--- config.mk ---
export PLATFORM = sky130hd
export DESIGN_NAME = ext_to_single_store
export DESIGN_NICKNAME = d
export VERILOG_FILES = /design/src/rtl/ext2sgl_pkg.sv /design/src/rtl/ext2sgl_datapath.sv /design/src/rtl/ext2sgl_control.sv /design/src/rtl/ext_to_single_store.sv
export SDC_FILE = /design/constraint.sdc
export NUM_CORES = 1
export LEC_CHECK = 0
export BUFFER_PORTS_ARGS = -buffer_cell sky130_fd_sc_hd__buf_2
export CAP_MARGIN = 20
export CORE_MARGIN = 2
export CORE_UTILIZATION = 28
export CTS_BUF_LIST = sky130_fd_sc_hd__clkbuf_16
export CTS_CLUSTER_DIAMETER = 40
export DETAILED_ROUTE_END_ITERATION = 10
export PLACE_DENSITY = 0.49
export SLEW_MARGIN = 15
export SYNTH_ARGS = -nofsm -noshare
export SYNTH_HDL_FRONTEND = slang
export SYNTH_SLANG_ARGS = --single-unit
export TNS_END_PERCENT = 5
--- constraint.sdc ---
create_clock -name clk -period 9.07 [get_ports clk]
set_input_delay 0.907 -clock clk [delete_from_list [all_inputs] [get_ports clk]]
set_output_delay 0.907 -clock clk [all_outputs]
set_load 0.01 [all_outputs]
--- src/rtl/ext2sgl_pkg.sv ---
package ext2sgl_pkg;
  localparam int WORD_W     = 32;
  localparam int EXT_EXP_W  = 15;
  localparam int EXT_MANT_W = 64;
  localparam int SGL_EXP_W  = 8;
  localparam int SGL_FRAC_W = 23;
  localparam int SGL_MANT_W = SGL_FRAC_W + 1;
  localparam int DROP_W     = EXT_MANT_W - SGL_MANT_W;
  localparam int EXT_BIAS   = 16383;
  localparam int SGL_BIAS   = 127;
  localparam int REBIAS     = EXT_BIAS - SGL_BIAS;
  localparam int CALC_W     = EXT_EXP_W + 3;
  localparam int LZ_W       = $clog2(EXT_MANT_W) + 1;
  localparam int SGL_EXP_MAX = (1 << SGL_EXP_W) - 1;

  localparam int FLAG_W = 4;
  localparam int FLG_NX = 0;
  localparam int FLG_UF = 1;
  localparam int FLG_OF = 2;
  localparam int FLG_IV = 3;

  typedef enum logic [2:0] {
    CLS_ZERO,
    CLS_FINITE,
    CLS_INF,
    CLS_QNAN,
    CLS_SNAN
  } valClass_e;

  typedef struct packed {
    logic captureIn;
    logic captureOut;
  } dpStrobe_t;
endpackage

--- src/rtl/ext2sgl_datapath.sv ---
module ext2sgl_datapath
  import ext2sgl_pkg::*;
(
  input  logic                    clk,
  input  logic                    rstN,
  input  dpStrobe_t               strobe,
  input  logic [WORD_W-1:0]       word0,
  input  logic [WORD_W-1:0]       word1,
  input  logic [WORD_W-1:0]       word2,
  input  logic                    trapEn,
  output logic [WORD_W-1:0]       resWord,
  output logic [FLAG_W-1:0]       resFlags,
  output logic                    resTrap
);
  function automatic logic [LZ_W-1:0] countLead(input logic [EXT_MANT_W-1:0] v);
    logic [LZ_W-1:0] n;
    n = LZ_W'(EXT_MANT_W);
    for (int i = 0; i < EXT_MANT_W; i++) begin
      if (v[i]) n = LZ_W'(EXT_MANT_W - 1 - i);
    end
    return n;
  endfunction

  // ---------------- stage 1: classify and normalise ----------------
  logic                   inSign;
  logic [EXT_EXP_W-1:0]   inExp;
  logic [EXT_MANT_W-1:0]  inMant;
  logic                   fracZero;
  logic                   unusedPad;
  valClass_e              inClass;
  logic [LZ_W-1:0]        leadZeros;
  logic [EXT_MANT_W-1:0]  normMant;
  logic [EXT_EXP_W-1:0]   expAdj;
  logic signed [CALC_W-1:0] expEff;

  assign inSign    = word0[WORD_W-1];
  assign inExp     = word0[EXT_EXP_W-1:0];
  assign inMant    = {word1, word2};
  assign unusedPad = ^word0[WORD_W-2:EXT_EXP_W];
  assign fracZero  = (inMant[EXT_MANT_W-2:0] == '0);

  always_comb begin
    if (inExp == '1) begin
      if (fracZero)                    inClass = CLS_INF;
      else if (inMant[EXT_MANT_W-2])   inClass = CLS_QNAN;
      else                             inClass = CLS_SNAN;
    end else if (inMant == '0) begin
      inClass = CLS_ZERO;
    end else begin
      inClass = CLS_FINITE;
    end
  end

  assign leadZeros = countLead(inMant);
  assign normMant  = inMant << leadZeros;
  assign expAdj    = (inExp == '0) ? EXT_EXP_W'(1) : inExp;
  assign expEff    = $signed({3'b000, expAdj})
                   - $signed({{(CALC_W-LZ_W){1'b0}}, leadZeros})
                   - CALC_W'(REBIAS);

  valClass_e                clsQ;
  logic                     signQ;
  logic [EXT_MANT_W-1:0]    mantQ;
  logic signed [CALC_W-1:0] expQ;
  logic                     trapEnQ;

  always_ff @(posedge clk) begin
    if (!rstN) begin
      clsQ    <= CLS_ZERO;
      signQ   <= 1'b0;
      mantQ   <= '0;
      expQ    <= '0;
      trapEnQ <= 1'b0;
    end else if (strobe.captureIn) begin
      clsQ    <= inClass;
      signQ   <= inSign;
      mantQ   <= (inClass == CLS_FINITE) ? normMant : inMant;
      expQ    <= expEff;
      trapEnQ <= trapEn;
    end
  end

  // ---------------- stage 2: align, round, pack ----------------
  logic                     isDenorm;
  logic signed [CALC_W-1:0] shAmt;
  logic [EXT_MANT_W-1:0]    shifted;
  logic                     shiftLost;
  logic [EXT_MANT_W-1:0]    aligned;
  logic [SGL_MANT_W-1:0]    keep;
  logic                     guardBit;
  logic                     stickyBit;
  logic                     roundUp;
  logic [SGL_MANT_W:0]      rounded;
  logic signed [CALC_W-1:0] expNorm;
  logic                     ovf;
  logic                     unf;
  logic                     lostAny;
  logic [SGL_EXP_W-1:0]     finExp;
  logic [SGL_FRAC_W-1:0]    finFrac;
  logic [SGL_FRAC_W-2:0]    nanPayload;

  assign isDenorm = (expQ < CALC_W'(1));
  assign shAmt    = CALC_W'(1) - expQ;

  always_comb begin
    if (!isDenorm) begin
      shifted   = mantQ;
      shiftLost = 1'b0;
    end else if (shAmt >= CALC_W'(EXT_MANT_W)) begin
      shifted   = '0;
      shiftLost = |mantQ;
    end else begin
      shifted   = mantQ >> shAmt[LZ_W-2:0];
      shiftLost = |(mantQ & ~({EXT_MANT_W{1'b1}} << shAmt[LZ_W-2:0]));
    end
  end

  assign aligned   = shifted;
  assign keep      = aligned[EXT_MANT_W-1:DROP_W];
  assign guardBit  = aligned[DROP_W-1];
  assign stickyBit = (|aligned[DROP_W-2:0]) | shiftLost;
  assign roundUp   = guardBit & (stickyBit | keep[0]);
  assign rounded   = {1'b0, keep} + {{SGL_MANT_W{1'b0}}, roundUp};
  assign lostAny   = guardBit | stickyBit;

  always_comb begin
    expNorm = expQ;
    finExp  = '0;
    finFrac = rounded[SGL_FRAC_W-1:0];
    ovf     = 1'b0;
    unf     = 1'b0;
    if (!isDenorm) begin
      if (rounded[SGL_MANT_W]) begin
        expNorm = expQ + CALC_W'(1);
        finFrac = '0;
      end
      ovf    = (expNorm >= CALC_W'(SGL_EXP_MAX));
      finExp = expNorm[SGL_EXP_W-1:0];
    end else begin
      finExp = {{(SGL_EXP_W-1){1'b0}}, rounded[SGL_FRAC_W]};
      unf    = (rounded == '0);
    end
  end

  assign nanPayload = mantQ[EXT_MANT_W-3:DROP_W];

  logic [WORD_W-1:0] nextWord;
  logic [FLAG_W-1:0] nextFlags;
  logic              nextTrap;

  always_comb begin
    nextWord  = '0;
    nextFlags = '0;
    nextTrap  = 1'b0;
    unique case (clsQ)
      CLS_ZERO: nextWord = {signQ, {(WORD_W-1){1'b0}}};
      CLS_INF:  nextWord = {signQ, {SGL_EXP_W{1'b1}}, {SGL_FRAC_W{1'b0}}};
      CLS_QNAN: nextWord = {signQ, {SGL_EXP_W{1'b1}}, mantQ[EXT_MANT_W-2:DROP_W]};
      CLS_SNAN: begin
        nextFlags[FLG_IV] = 1'b1;
        if (trapEnQ) begin
          nextTrap = 1'b1;
          nextWord = {signQ, {SGL_EXP_W{1'b1}}, 1'b0,
                      (nanPayload == '0) ? {{(SGL_FRAC_W-2){1'b0}}, 1'b1} : nanPayload};
        end else begin
          nextWord = {signQ, {SGL_EXP_W{1'b1}}, 1'b1, nanPayload};
        end
      end
      default: begin
        if (ovf) begin
          nextWord          = {signQ, {SGL_EXP_W{1'b1}}, {SGL_FRAC_W{1'b0}}};
          nextFlags[FLG_OF] = 1'b1;
          nextFlags[FLG_NX] = 1'b1;
        end else begin
          nextWord          = {signQ, finExp, finFrac};
          nextFlags[FLG_UF] = unf;
          nextFlags[FLG_NX] = lostAny;
        end
      end
    endcase
  end

  always_ff @(posedge clk) begin
    if (!rstN) begin
      resWord  <= '0;
      resFlags <= '0;
      resTrap  <= 1'b0;
    end else if (strobe.captureOut) begin
      resWord  <= nextWord;
      resFlags <= nextFlags;
      resTrap  <= nextTrap;
    end
  end

  // overflow result is always a signed infinity with inexact
  assert_ovf_is_inf_R4: assert property (@(posedge clk) disable iff (!rstN)
    resFlags[FLG_OF] |-> (resWord[WORD_W-2:0] == 31'h7F80_0000) && resFlags[FLG_NX]);
  // underflow result is always a zero magnitude
  assert_unf_is_zero_R6: assert property (@(posedge clk) disable iff (!rstN)
    resFlags[FLG_UF] |-> (resWord[WORD_W-2:0] == '0) && resFlags[FLG_NX]);
  // quieted signalling NaN keeps the quiet bit set
  assert_quieted_nan_R11: assert property (@(posedge clk) disable iff (!rstN)
    (resFlags[FLG_IV] && !resTrap) |-> (resWord[30:22] == 9'h1FF));
  // trapped NaN stays signalling and never collapses to infinity
  assert_trapped_nan_R12: assert property (@(posedge clk) disable iff (!rstN)
    resTrap |-> resFlags[FLG_IV] && !resWord[22] && (resWord[21:0] != '0));
endmodule

--- src/rtl/ext2sgl_control.sv ---
module ext2sgl_control
  import ext2sgl_pkg::*;
(
  input  logic      clk,
  input  logic      rstN,
  input  logic      inValid,
  output logic      inReady,
  output logic      resValid,
  input  logic      resReady,
  output dpStrobe_t strobe
);
  typedef enum logic [1:0] {ST_IDLE, ST_ROUND, ST_HOLD} ctlState_e;
  ctlState_e state;

  assign inReady           = (state == ST_IDLE);
  assign resValid          = (state == ST_HOLD);
  assign strobe.captureIn  = inValid && (state == ST_IDLE);
  assign strobe.captureOut = (state == ST_ROUND);

  always_ff @(posedge clk) begin
    if (!rstN) begin
      state <= ST_IDLE;
    end else begin
      unique case (state)
        ST_IDLE:  if (inValid) state <= ST_ROUND;
        ST_ROUND: state <= ST_HOLD;
        ST_HOLD:  if (resReady) state <= ST_IDLE;
        default:  state <= ST_IDLE;
      endcase
    end
  end

  assert_no_overlap_R1: assert property (@(posedge clk) disable iff (!rstN)
    !(inReady && resValid));
  assert_latency_R1: assert property (@(posedge clk) disable iff (!rstN)
    $rose(resValid) |-> $past(inValid && inReady, 2));
  assert_busy_after_accept_R1: assert property (@(posedge clk) disable iff (!rstN)
    (inValid && inReady) |=> !inReady);
endmodule

--- src/rtl/ext_to_single_store.sv ---
module ext_to_single_store
  import ext2sgl_pkg::*;
(
  input  logic              clk,
  input  logic              rstN,
  input  logic              inValid,
  output logic              inReady,
  input  logic [WORD_W-1:0] inWord0,
  input  logic [WORD_W-1:0] inWord1,
  input  logic [WORD_W-1:0] inWord2,
  input  logic              trapInvalidEn,
  output logic              resValid,
  input  logic              resReady,
  output logic [WORD_W-1:0] resWord,
  output logic [FLAG_W-1:0] resFlags,
  output logic              resTrap
);
  dpStrobe_t strobe;

  ext2sgl_control u_ctl (
    .clk      (clk),
    .rstN     (rstN),
    .inValid  (inValid),
    .inReady  (inReady),
    .resValid (resValid),
    .resReady (resReady),
    .strobe   (strobe)
  );

  ext2sgl_datapath u_dp (
    .clk      (clk),
    .rstN     (rstN),
    .strobe   (strobe),
    .word0    (inWord0),
    .word1    (inWord1),
    .word2    (inWord2),
    .trapEn   (trapInvalidEn),
    .resWord  (resWord),
    .resFlags (resFlags),
    .resTrap  (resTrap)
  );

  assert_hold_stable_R1: assert property (@(posedge clk) disable iff (!rstN)
    (resValid && !resReady) |=> resValid && $stable(resWord)
                                && $stable(resFlags) && $stable(resTrap));
endmodule

# After elaboration in Yosys (flattened, before gate mapping)
# Cells that the tools add are included.
[op_classes]
eq_ne = 9
add_sub_neg = 5
n_reduce_logical = 13
shift = 3
order_cmp = 3
mux = 95
n_bitwise = 6
[ops]
columns = ["op", "n"]
rows = [
  ["7-bit two-way mux", 64],
  ["64-bit two-way mux", 3],
  ["64-bit OR reduction", 2],
  ["31-bit case mux with 4 select lines", 1],
  ["23-bit two-way mux", 3],
  ["64-bit AND", 1],
  ["64-bit zero test", 1],
  ["64-bit NOT", 1],
  ["64-bit by 6-bit << shifter with 64-bit output (first input constant)", 1],
  ["64-bit by 7-bit << shifter with 64-bit output", 1],
  ["64-bit by 6-bit >> shifter with 64-bit output", 1],
  ["63-bit zero test", 1],
  ["39-bit OR reduction", 1],
  ["18-bit two-way mux", 2],
  ["31-bit two-way mux", 1],
  ["24-bit by 1-bit adder with 25-bit output", 1],
  ["25-bit zero test", 1],
  ["22-bit zero test", 1],
  ["22-bit two-way mux", 1],
  ["18-bit by 2-bit adder with 18-bit output (second input constant)", 1],
  ["18-bit by 8-bit greater-or-equal comparator with 1-bit output (second input constant)", 1],
  ["18-bit by 9-bit greater-or-equal comparator with 1-bit output (second input constant)", 1],
  ["18-bit by 2-bit < comparator with 1-bit output (second input constant)", 1],
  ["18-bit by 15-bit subtractor with 18-bit output (second input constant)", 1],
  ["24 further kinds", 41],
]
[totals]
in_bits = 101
out_inout_bits = 39
register_bits = 126
wordCells = 143

# Logic depth before layout (Yosys ltp)
# Gate-level depths: netlist of run 1.
[logic_depth]
depth_word = 66
depth_mapped = 31
mapped_depth_nobuf = 25

# Hierarchy
# A second synthesis of run 1 with hierarchy kept.
[hier_totals]
hier_cells = 2262
hier_area_um2 = 16169.3
[modules_own_cells]
columns = ["module", "area_each_um2", "cells_each", "seq_area_each_um2", "instances"]
rows = [
  ["ext2sgl_datapath", 16076.7, 2253, 2462.4, 1],
  ["ext2sgl_control", 92.6, 9, 40.0, 1],
]

# Worst setup path after synthesis of run 1
# OpenSTA, ideal clock, no wires.
[synth_path]
path_kind = "reg-to-reg"
startpoint = "register u_dp.expQ[1]"
endpoint = "register u_dp.resWord[24]"
path_buffers = 8
path_slack_ns = 2.571
t_arrival_ns = 6.383
required_ns = 8.953
stages_incl_launch_ff = 28
synth_period_minus_slack_ns = 6.499
setup_ns = 0.117
path_cell_list = "dfxtp_1 > buf_4 > clkinv_1 > ha_1 > inv_1 > ha_1 > buf_2 > buf_1 > clkbuf_1 > clkbuf_1 > buf_1 > buf_1 > mux4_2 > a32oi_1 > o41ai_1 > a41oi_1 > o21a_1 > ha_1 > ha_1 > nand3_1 > o22ai_1 > nand4_1 > nor4_4 > nand2_1 > o41ai_2 > a31oi_4 > buf_6 > a22o_1"
[synth_between]
elab_chain_len = 17
elab_cells_between_ends = 25
cone_classes = "3 x add/sub; 3 x order compare; 2 x shift; 10 x mux; 5 x bitwise; 2 x reduce/logical"
[synth_rtl]
columns = ["item", "line_no", "text"]
rows = [
  ["from (decl)", "ext2sgl_datapath.sv:64", "logic signed [CALC_W-1:0] expQ;"],
  ["from (signal assigned)", "ext2sgl_datapath.sv:78", "expQ <= expEff;"],
  ["2-bit by 18-bit subtractor with 18-bit output", "ext2sgl_datapath.sv:103", "assign shAmt = CALC_W'(1) - expQ;"],
  ["64-bit by 6-bit << shifter with 64-bit output", "ext2sgl_datapath.sv:114", "shiftLost = |(mantQ & ~({EXT_MANT_W{1'b1}} << shAmt[LZ_W-2:0]));"],
  ["64-bit NOT", "ext2sgl_datapath.sv:114", ""],
  ["64-bit AND", "ext2sgl_datapath.sv:114", ""],
  ["64-bit OR reduction", "ext2sgl_datapath.sv:114", ""],
  ["1-bit two-way mux", "ext2sgl_datapath.sv:109", "end else if (shAmt >= CALC_W'(EXT_MANT_W)) begin"],
  ["1-bit two-way mux", "ext2sgl_datapath.sv:106", "if (!isDenorm) begin"],
  ["1-bit OR", "ext2sgl_datapath.sv:121", "assign stickyBit = (|aligned[DROP_W-2:0]) | shiftLost;"],
  ["1-bit OR", "ext2sgl_datapath.sv:122", "assign roundUp = guardBit & (stickyBit | keep[0]);"],
  ["1-bit AND", "ext2sgl_datapath.sv:122", ""],
  ["24-bit by 1-bit adder with 25-bit output", "ext2sgl_datapath.sv:123", "assign rounded = {1'b0, keep} + {{SGL_MANT_W{1'b0}}, roundUp};"],
  ["18-bit two-way mux", "ext2sgl_datapath.sv:133", "if (rounded[SGL_MANT_W]) begin"],
  ["18-bit two-way mux", "ext2sgl_datapath.sv:132", "if (!isDenorm) begin"],
  ["18-bit by 9-bit greater-or-equal comparator with 1-bit output", "ext2sgl_datapath.sv:137", "ovf = (expNorm >= CALC_W'(SGL_EXP_MAX));"],
  ["1-bit two-way mux", "ext2sgl_datapath.sv:132", ""],
  ["31-bit two-way mux (*)", "ext2sgl_datapath.sv:170", "if (ovf) begin"],
  ["31-bit case mux with 4 select lines (*)", "ext2sgl_datapath.sv:155", "unique case (clsQ)"],
  ["to (signal assigned)", "ext2sgl_datapath.sv:189", "resWord <= nextWord;"],
  ["to (decl)", "ext2sgl_datapath.sv:11", "output logic [WORD_W-1:0] resWord,"],
]
# Mark *: on every way between the ends. The rest lies on a longest branch, timed or not. The select of a mux whose other input is x is not followed.
# A chain may end at the register's enable or synchronous reset.

# Worst setup path after layout of run 1
[layout_path]
startpoint = "register u_dp.expQ[1]"
endpoint = "register u_dp.resWord[0]"
# The elaborated chain is that of the path after synthesis.

==> results of run 1 <==
-- where the power goes --
part | internal, mW | switching (mW)
sequential | 0.602 | 0.122
combinational | 0.420 | 0.777
clock | 0.424 | 0.261
total | 1.45 | 1.16
-- cell usage after synthesis, drive strengths merged (40+ instances only) --
master    n
a21oi   164
buf      56
clkbuf  138
dfxtp   126
inv      41
mux2     40
mux2i   205
nand2   225
nand3    64
nand4    40
nor2    212
nor3     95
nor4     52
o21ai   173
o22ai    47
-- cells by family after synthesis --
family	after synthesis	synth area share, %
mux	269	19.35
simple gates	836	25.99
buf+inv	237	6.348
compound gates	668	27.76
xor+xnor	52	2.896
fa+ha+maj	20	1.623
flops	126	16.04
-- final cells by class --
cell class                      instances  area [um^2]  area share (%)
Inverter                               43        161.4          0.9301
Sequential cell                       126         2527           14.56
Multi-Input combinational cell       1845        12260           70.64
Tap cell                              748        935.9           5.393
Clock buffer                           17        425.4           2.452
Clock inverter                         13        151.4          0.8724
Timing Repair Buffer                  160        893.4           5.148
-- worst min path at each step --
stage,from,endpoint,slack (ps)
global route,u_dp.signQ$_SDFFE_PN0P_,u_dp.resWord[31]$_SDFFE_PN0N_,470
CTS,u_dp.resFlags[3]$_SDFFE_PN0N_,u_dp.resFlags[3]$_SDFFE_PN0N_,460
global placement,u_dp.resFlags[3]$_SDFFE_PN0N_,u_dp.resFlags[3]$_SDFFE_PN0N_,440
finish,u_dp.resFlags[3]$_SDFFE_PN0N_,u_dp.resFlags[3]$_SDFFE_PN0N_,450
detailed placement,u_dp.resFlags[3]$_SDFFE_PN0N_,u_dp.resFlags[3]$_SDFFE_PN0N_,450
floorplan,u_dp.signQ$_SDFFE_PN0P_,u_dp.resWord[31]$_SDFFE_PN0N_,430
-- metrics by stage --
stage | cell area [um^2] | utilization (%) | power (mW) | std cells | hold WS [ps]
6_report | 17350 | 31.37 | 2.606 | 2952 | 452.4
5_1_grt | 17350 | 31.37 | 2.743 | 2952 | 473.1
4_1_cts | 17340 | 31.36 | 2.591 | 2951 | 455.2
3_5_place_dp | 16770 | 30.31 | 1.897 | 2921 | 447.4
3_3_place_gp | 16750 | 30.29 | 1.893 | 2921 | 444.6
2_1_floorplan | 15730 | - | 1.497 | 2208 | 432.1
-- layout by cell type, fill, tap and decap left out, types with 20 or more instances in the layout --
cell type | synthesis | final
a211oi_1 | 28 | 28
a21oi_1 | 164 | 163
a221oi_1 | 32 | 32
a31oi_1 | 21 | 20
and2_1 | 23 | 22
and3_1 | 20 | 20
buf_2 | 17 | 123
buf_4 | 7 | 37
dfxtp_1 | 126 | 124
inv_1 | 37 | 37
mux2_2 | 40 | 40
mux2i_1 | 205 | 205
mux4_2 | 24 | 24
nand2_1 | 225 | 224
nand3_1 | 64 | 64
nand4_1 | 40 | 40
nor2_1 | 210 | 209
nor3_1 | 95 | 94
nor4_1 | 49 | 48
o21ai_0 | 168 | 168
o22ai_1 | 47 | 47
or3_1 | 27 | 27
xnor2_1 | 34 | 34
-- state kept, by name (all words and copies together) (netlist names) --
name,cells
u_dp.mantQ,64
u_dp.resWord,32
u_dp.expQ,18
u_dp.resFlags,4
u_dp.clsQ,3
u_ctl.state,2
u_dp.resTrap,1
u_dp.signQ,1
u_dp.trapEnQ,1
-- layer usage --
layer  routed length, um  vias to the layer above
li1                    -                     8331
met1               32390                     8843
met4                3231                        0
met3                4680                      168
met5                   0                        -
met2               33700                      849
-- worst min-delay path: stages, from the launching register on --
cell and delay, ps:
dfxtp_1 300, nand2_1 50, a21oi_1 50
==> run_results.csv, run 1 <==
group,metric,value,unit
outcome,outcome,"finished, final reports clean",
detailed_routing,post_drt_via_cell_ratio,6.162,
critical_path,regToRegSetupSlack,1110,ps
critical_path,crit_cells,23,
cts,numClockSinks,126,
sta,finalCriticalPeriod,7957,ps
floorplanning,dieArea,58080,um^2
cts,clockBufferDepth,2,
critical_path,path_common_cell,"ha_1",
global_route,grt_max_degree,79,
sta,fmax,125.7,MHz
floorplanning,die_x,241,um
floorplanning,rows,86,
synthesis,synth_area_leaders,"dfxtp_1 (16%), mux2i_1 (13%), nand2_1 (5.4%)",
synthesis,synth-edff-count,0,
sta,fin_ws,1113,ps
placed_design,hpwl,56020,um
job,maxCapViolations,0,
synthesis,synth_top_cell_area_share,16.04,%
synthesis,ys_seq_elements,126,
critical_path,arrival,8230,ps
power,pwr_density_cell,150.2,nW/um^2
synthesis,synth_warnings,0,
layout,antenna_cells,0,
global_route,grt_pass1_wl,110100,um
critical_path,worstPathBufferInverterCount,3,
placed_design,dpl_worst_slack,1236,ps
floorplanning,die_h,241,um
sta,setup_tns,0,ps
global_route,antenna_found_initial,0,
cts,post_cts.repair.setup_buffers,0,
sta,rsz0062_at_grt,"false",
critical_path,slowest_stage,"a31oi_4",
sta,hold_violations,0,
sta,worst_slew_pin_slew,1299,ps
placed_design,port_buffers,123,
detailed_routing,wirelength,74000,um
sta,setup_viol,0,
critical_path,timing.rr.end,"u_dp.resWord[0]$_SDFFE_PN0N_",
layout,drive_gt1_share,13.38,%
cts,cts-resized-gates,0,
critical_path,crit_fanout,33,
global_route,grt_pass1_vias,17180,
critical_path,cp_data_required_time,9340,ps
global_route,met1_usage,33.63,%
critical_path,slowest_delay,840,ps
global_route,grt.met2_usage,39.42,%
layout,n_fill_cell,6117,
floorplanning,core,55310,um^2
synthesis,async_flop_share,0,%
cts,cts_buffers,17,
sta,fin_crit_sh,87.73,%
critical_path,endpoint_kind,"flop",
synthesis,avgSynthCellArea,7.123,um^2
global_route,grt_util_all_layers,24.94,%
synthesis,syn_inst,2208,
layout,area_delta_synth_final,10.33,%
sta,maxSlewHeadroom,11.15,%
detailed_routing,vias,18190,
cts,clk_pin_slew,60,ps
sta,skew,13.59,ps
cts,htreeDepth,4,
synthesis,synth-main-ff-cell,"dfxtp_1",
global_route,use_met3,3.569,%
min_path,holdPathStages,2,
layout,final_net_count,2313,
critical_path,cp-startpoint,"u_dp.expQ[1]$_SDFFE_PN0P_",
synthesis,yosys.area.top_type,"dfxtp_1",
floorplanning,initial_core_util,28.44,%
critical_path,critical-path-top-delay-family,"compound AO/OA/AOI/OAI gates",
global_route,grt-ovfl-total,0,
synthesis,synth_area,15730,um^2
synthesis,netlist-cell-type-count,91,
floorplanning,ios,140,
cts,clock_latency,450,ps
power,vdd_drop_max,88.92,uV
placed_design,routabilityCongestion,0.9854,
sta,drv_slew,0,
power,p_leak,6.776,nW
critical_path,r2r.worst_path.cells,23,
cts,holdBufCountCts,0,
critical_path,path_cells,"clkinv_1, ha_1, inv_1, ha_2, inv_2, mux4_2, o21a_1, a21oi_1, nor4_1, nand4_1, o21ai_0, a41oi_1, o21a_1, ha_1, ha_1, nand3_1, o22ai_1, nand4_1, nor4_1, mux2i_1, a41oi_2, a31oi_4, o22ai_1",
critical_path,crit_end,"u_dp.resWord[0]$_SDFFE_PN0N_",
detailed_routing,drt_iter0_markers,1851,
detailed_routing,dr.pass1.iters,8,
detailed_routing,antenna_left,0,
cts,root_buffer,"clkbuf_16",
critical_path,crit_type,"flop to flop",
detailed_routing,routedWlPerCell,25.07,um
global_route,top_usage_layer,"met2",
synthesis,synth-seq-area-share,16.04,%
min_path,min_path_type,"flop to flop",
critical_path,reg2reg_from,"u_dp.expQ[1]$_SDFFE_PN0P_",
synthesis,synth_nets,2328,
critical_path,critPathLaunchType,"flop",
cts,cts_tree,"built",
detailed_routing,drc,0,
Power figures use the tool's default switching activity.
==> inputs of run 2 (changes only) <==
==> constraint.sdc (replaced) <==
create_clock -name clk -period 10.3 [get_ports clk]
set_input_delay 1.03 -clock clk [delete_from_list [all_inputs] [get_ports clk]]
set_output_delay 1.03 -clock clk [all_outputs]
set_load 0.01 [all_outputs]
==> run 2 against run 1 <==
Register-to-register slack better by 630 ps. Critical path depth unchanged. Clock-buffer cell count unchanged. Combinational power down 12%. Clock power down 14%. Critical path type unchanged. Critical endpoint is now u_dp.resWord[10]$_SDFFE_PN0N_.
==> run_results.csv, run 2 (synthesis results as in run 1) <==
group,metric,value,unit
detailed_routing,post_drt_via_cell_ratio,6.146,
critical_path,cp_data_required_time,10590,ps
cts,clockBufferDepth,2,
global_route,grt-ovfl-total,0,
cts,cts_tree,"built",
layout,n_fill_cell,6121,
layout,seq_area,2527,um^2
global_route,grt_max_degree,81,
placed_design,routabilityCongestion,0.9567,
sta,fin_crit_sh,83.09,%
placed_design,port_buffers,123,
layout,antenna_cells,0,
sta,maxSlewHeadroom,30.14,%
power,pwr-share-comb,46.2,%
sta,fmax,116.8,MHz
cts,clk_pin_slew,60,ps
min_path,min_path_type,"flop to flop",
layout,top_register,"u_dp.mantQ",
floorplanning,ios,140,
detailed_routing,routedWlPerCell,25.25,um
detailed_routing,route.met3.wl,4827,um
global_route,grt_util_all_layers,25.03,%
critical_path,crit_type,"flop to flop",
layout,layout_common_cells,"nand2_1 (224), nor2_1 (209), mux2i_1 (205)",
placed_design,dpl_cell_area,16770,um^2
cts,post_cts.repair.setup_buffers,0,
layout,largest_reg_flops,64,
power,p_leak,6.777,nW
power,p_int,1.252,mW
power,swShare,45.10,%
detailed_routing,wirelength,74590,um
detailed_routing,drt-met1-wl,32920,um
job,maxCapViolations,0,
placed_design,hpwl,56160,um
floorplanning,initial_core_util,28.44,%
critical_path,crit_fanout,34,
detailed_routing,top_layer,"met4",
power,p_clk_share,25.7,%
detailed_routing,vias,18160,
critical_path,slowest_stage,"a31oi_4",
sta,hold_violations,0,
critical_path,arrival,8850,ps
cts,cts-resized-gates,0,
layout,area_delta_synth_final,10.27,%
sta,skew,13.98,ps
sta,rsz0062_at_grt,"false",
critical_path,path_cells,"clkinv_1, ha_1, inv_1, ha_2, inv_2, mux4_2, o21a_1, a21oi_1, nor4_1, nand4_1, o21ai_0, a41oi_1, o21a_1, ha_1, ha_1, nand3_1, o22ai_1, nand4_1, nor4_1, mux2i_1, a41oi_2, a31oi_4, o21bai_1",
layout,largestRegisters,"u_dp.mantQ x64, u_dp.resWord x32, u_dp.expQ x18",
detailed_routing,drt_iter0_markers,1784,
cts,root_buffer,"clkbuf_16",
power,pwr_density_cell,131.5,nW/um^2
layout,drive_gt1_share,13.51,%
sta,drv_slew,0,
sta,worst_slew_pin_slew,1045,ps
sta,setup_tns,0,ps
critical_path,path_common_cell,"ha_1",
critical_path,critPathLaunchType,"flop",
cts,holdBufCountCts,0,
power,power,2.280,mW
layout,multiInputGateArea,12250,um^2
global_route,grt_pass1_vias,16970,
detailed_routing,drc,0,
detailed_routing,wl_met2,33890,um
floorplanning,core,55310,um^2
global_route,antenna_found_initial,0,
layout,final_net_count,2314,
floorplanning,rows,86,
layout,layout_commonest_cell,"nand2_1",
global_route,grt_pass1_wl,110500,um
critical_path,slowest_delay,870,ps
cts,numClockSinks,126,
floorplanning,die_x,241,um
floorplanning,die_h,241,um
layout,finish.instance_area,17340,um^2
detailed_routing,antenna_left,0,
power,vdd_drop_max,84.22,uV
critical_path,endpoint_kind,"flop",
cts,cts_buffers,17,
sta,finalCriticalPeriod,8558,ps
detailed_routing,dr.pass1.iters,6,
cts,htreeDepth,4,
floorplanning,dieArea,58080,um^2
power,pwr-share-seq,28.1,%
cts,clock_latency,450,ps
sta,setup_viol,0,
outcome,outcome,"finished, final reports clean",
power,power_switching,1.028,mW
-- run 2: power by group through the flow --
stage	Sequential, mW	Clock [mW]	Combinational, mW
finish	0.640	0.587	1.05
detailed placement	0.645	0	1.02
global placement	0.643	0	1.02
global route	0.643	0.619	1.13
floorplan	0.572	0	0.747
CTS	0.634	0.600	1.03
-- run 2: worst paths after layout --
path | start | endpoint | slack, ps | cells past startpoint
worst max-delay path | u_dp.expQ[1]$_SDFFE_PN0P_ | u_dp.resWord[10]$_SDFFE_PN0N_ | 1740 | 23
worst min-delay path | u_dp.signQ$_SDFFE_PN0P_ | u_dp.resWord[31]$_SDFFE_PN0N_ | 450 | 2
worst max register to register | u_dp.expQ[1]$_SDFFE_PN0P_ | u_dp.resWord[10]$_SDFFE_PN0N_ | 1740 | 23
worst min register to register | u_dp.signQ$_SDFFE_PN0P_ | u_dp.resWord[31]$_SDFFE_PN0N_ | 450 | 2
-- run 2: per-stage QoR --
stage,util (%),worst slack [ps],hold WS [ps],cells
after floorplan,-,3801,432.1,2208
after global placement,30.32,2134,443.5,2923
after detailed placement,30.32,1935,449.2,2923
after CTS,31.35,1922,457.9,2954
after global routing,31.36,1243,478.5,2954
final,31.36,1742,453.5,2954
-- run 2: worst max-delay path, delay by kind of cell (launching register included) --
kind | cells | cell delay, ps
and+or+nand+nor | 5 | 1560
DFF | 1 | 650
buffers and inverters | 3 | 1040
AOI/OAI and AO/OA | 9 | 2750
adders and majority gates | 4 | 1420
muxes | 2 | 930
-- run 2: per-layer routing --
| layer | up-vias | global-route usage (%) |
|---|---|---|
| li1 | 8340 | - |
| met1 | 8835 | 33.89 |
| met2 | 839 | 39.96 |
| met3 | 142 | 3.363 |
| met4 | 0 | 10.19 |
| met5 | - | 0 |
-- run 2: cell type report --
class | count | area share [%]
Multi-Input combinational cell | 1845 | 70.62
Sequential cell | 126 | 14.57
Tap cell | 748 | 5.396
Timing Repair Buffer | 161 | 5.194
Clock buffer | 17 | 2.453
Inverter | 43 | 0.9307
Clock inverter | 14 | 0.8369
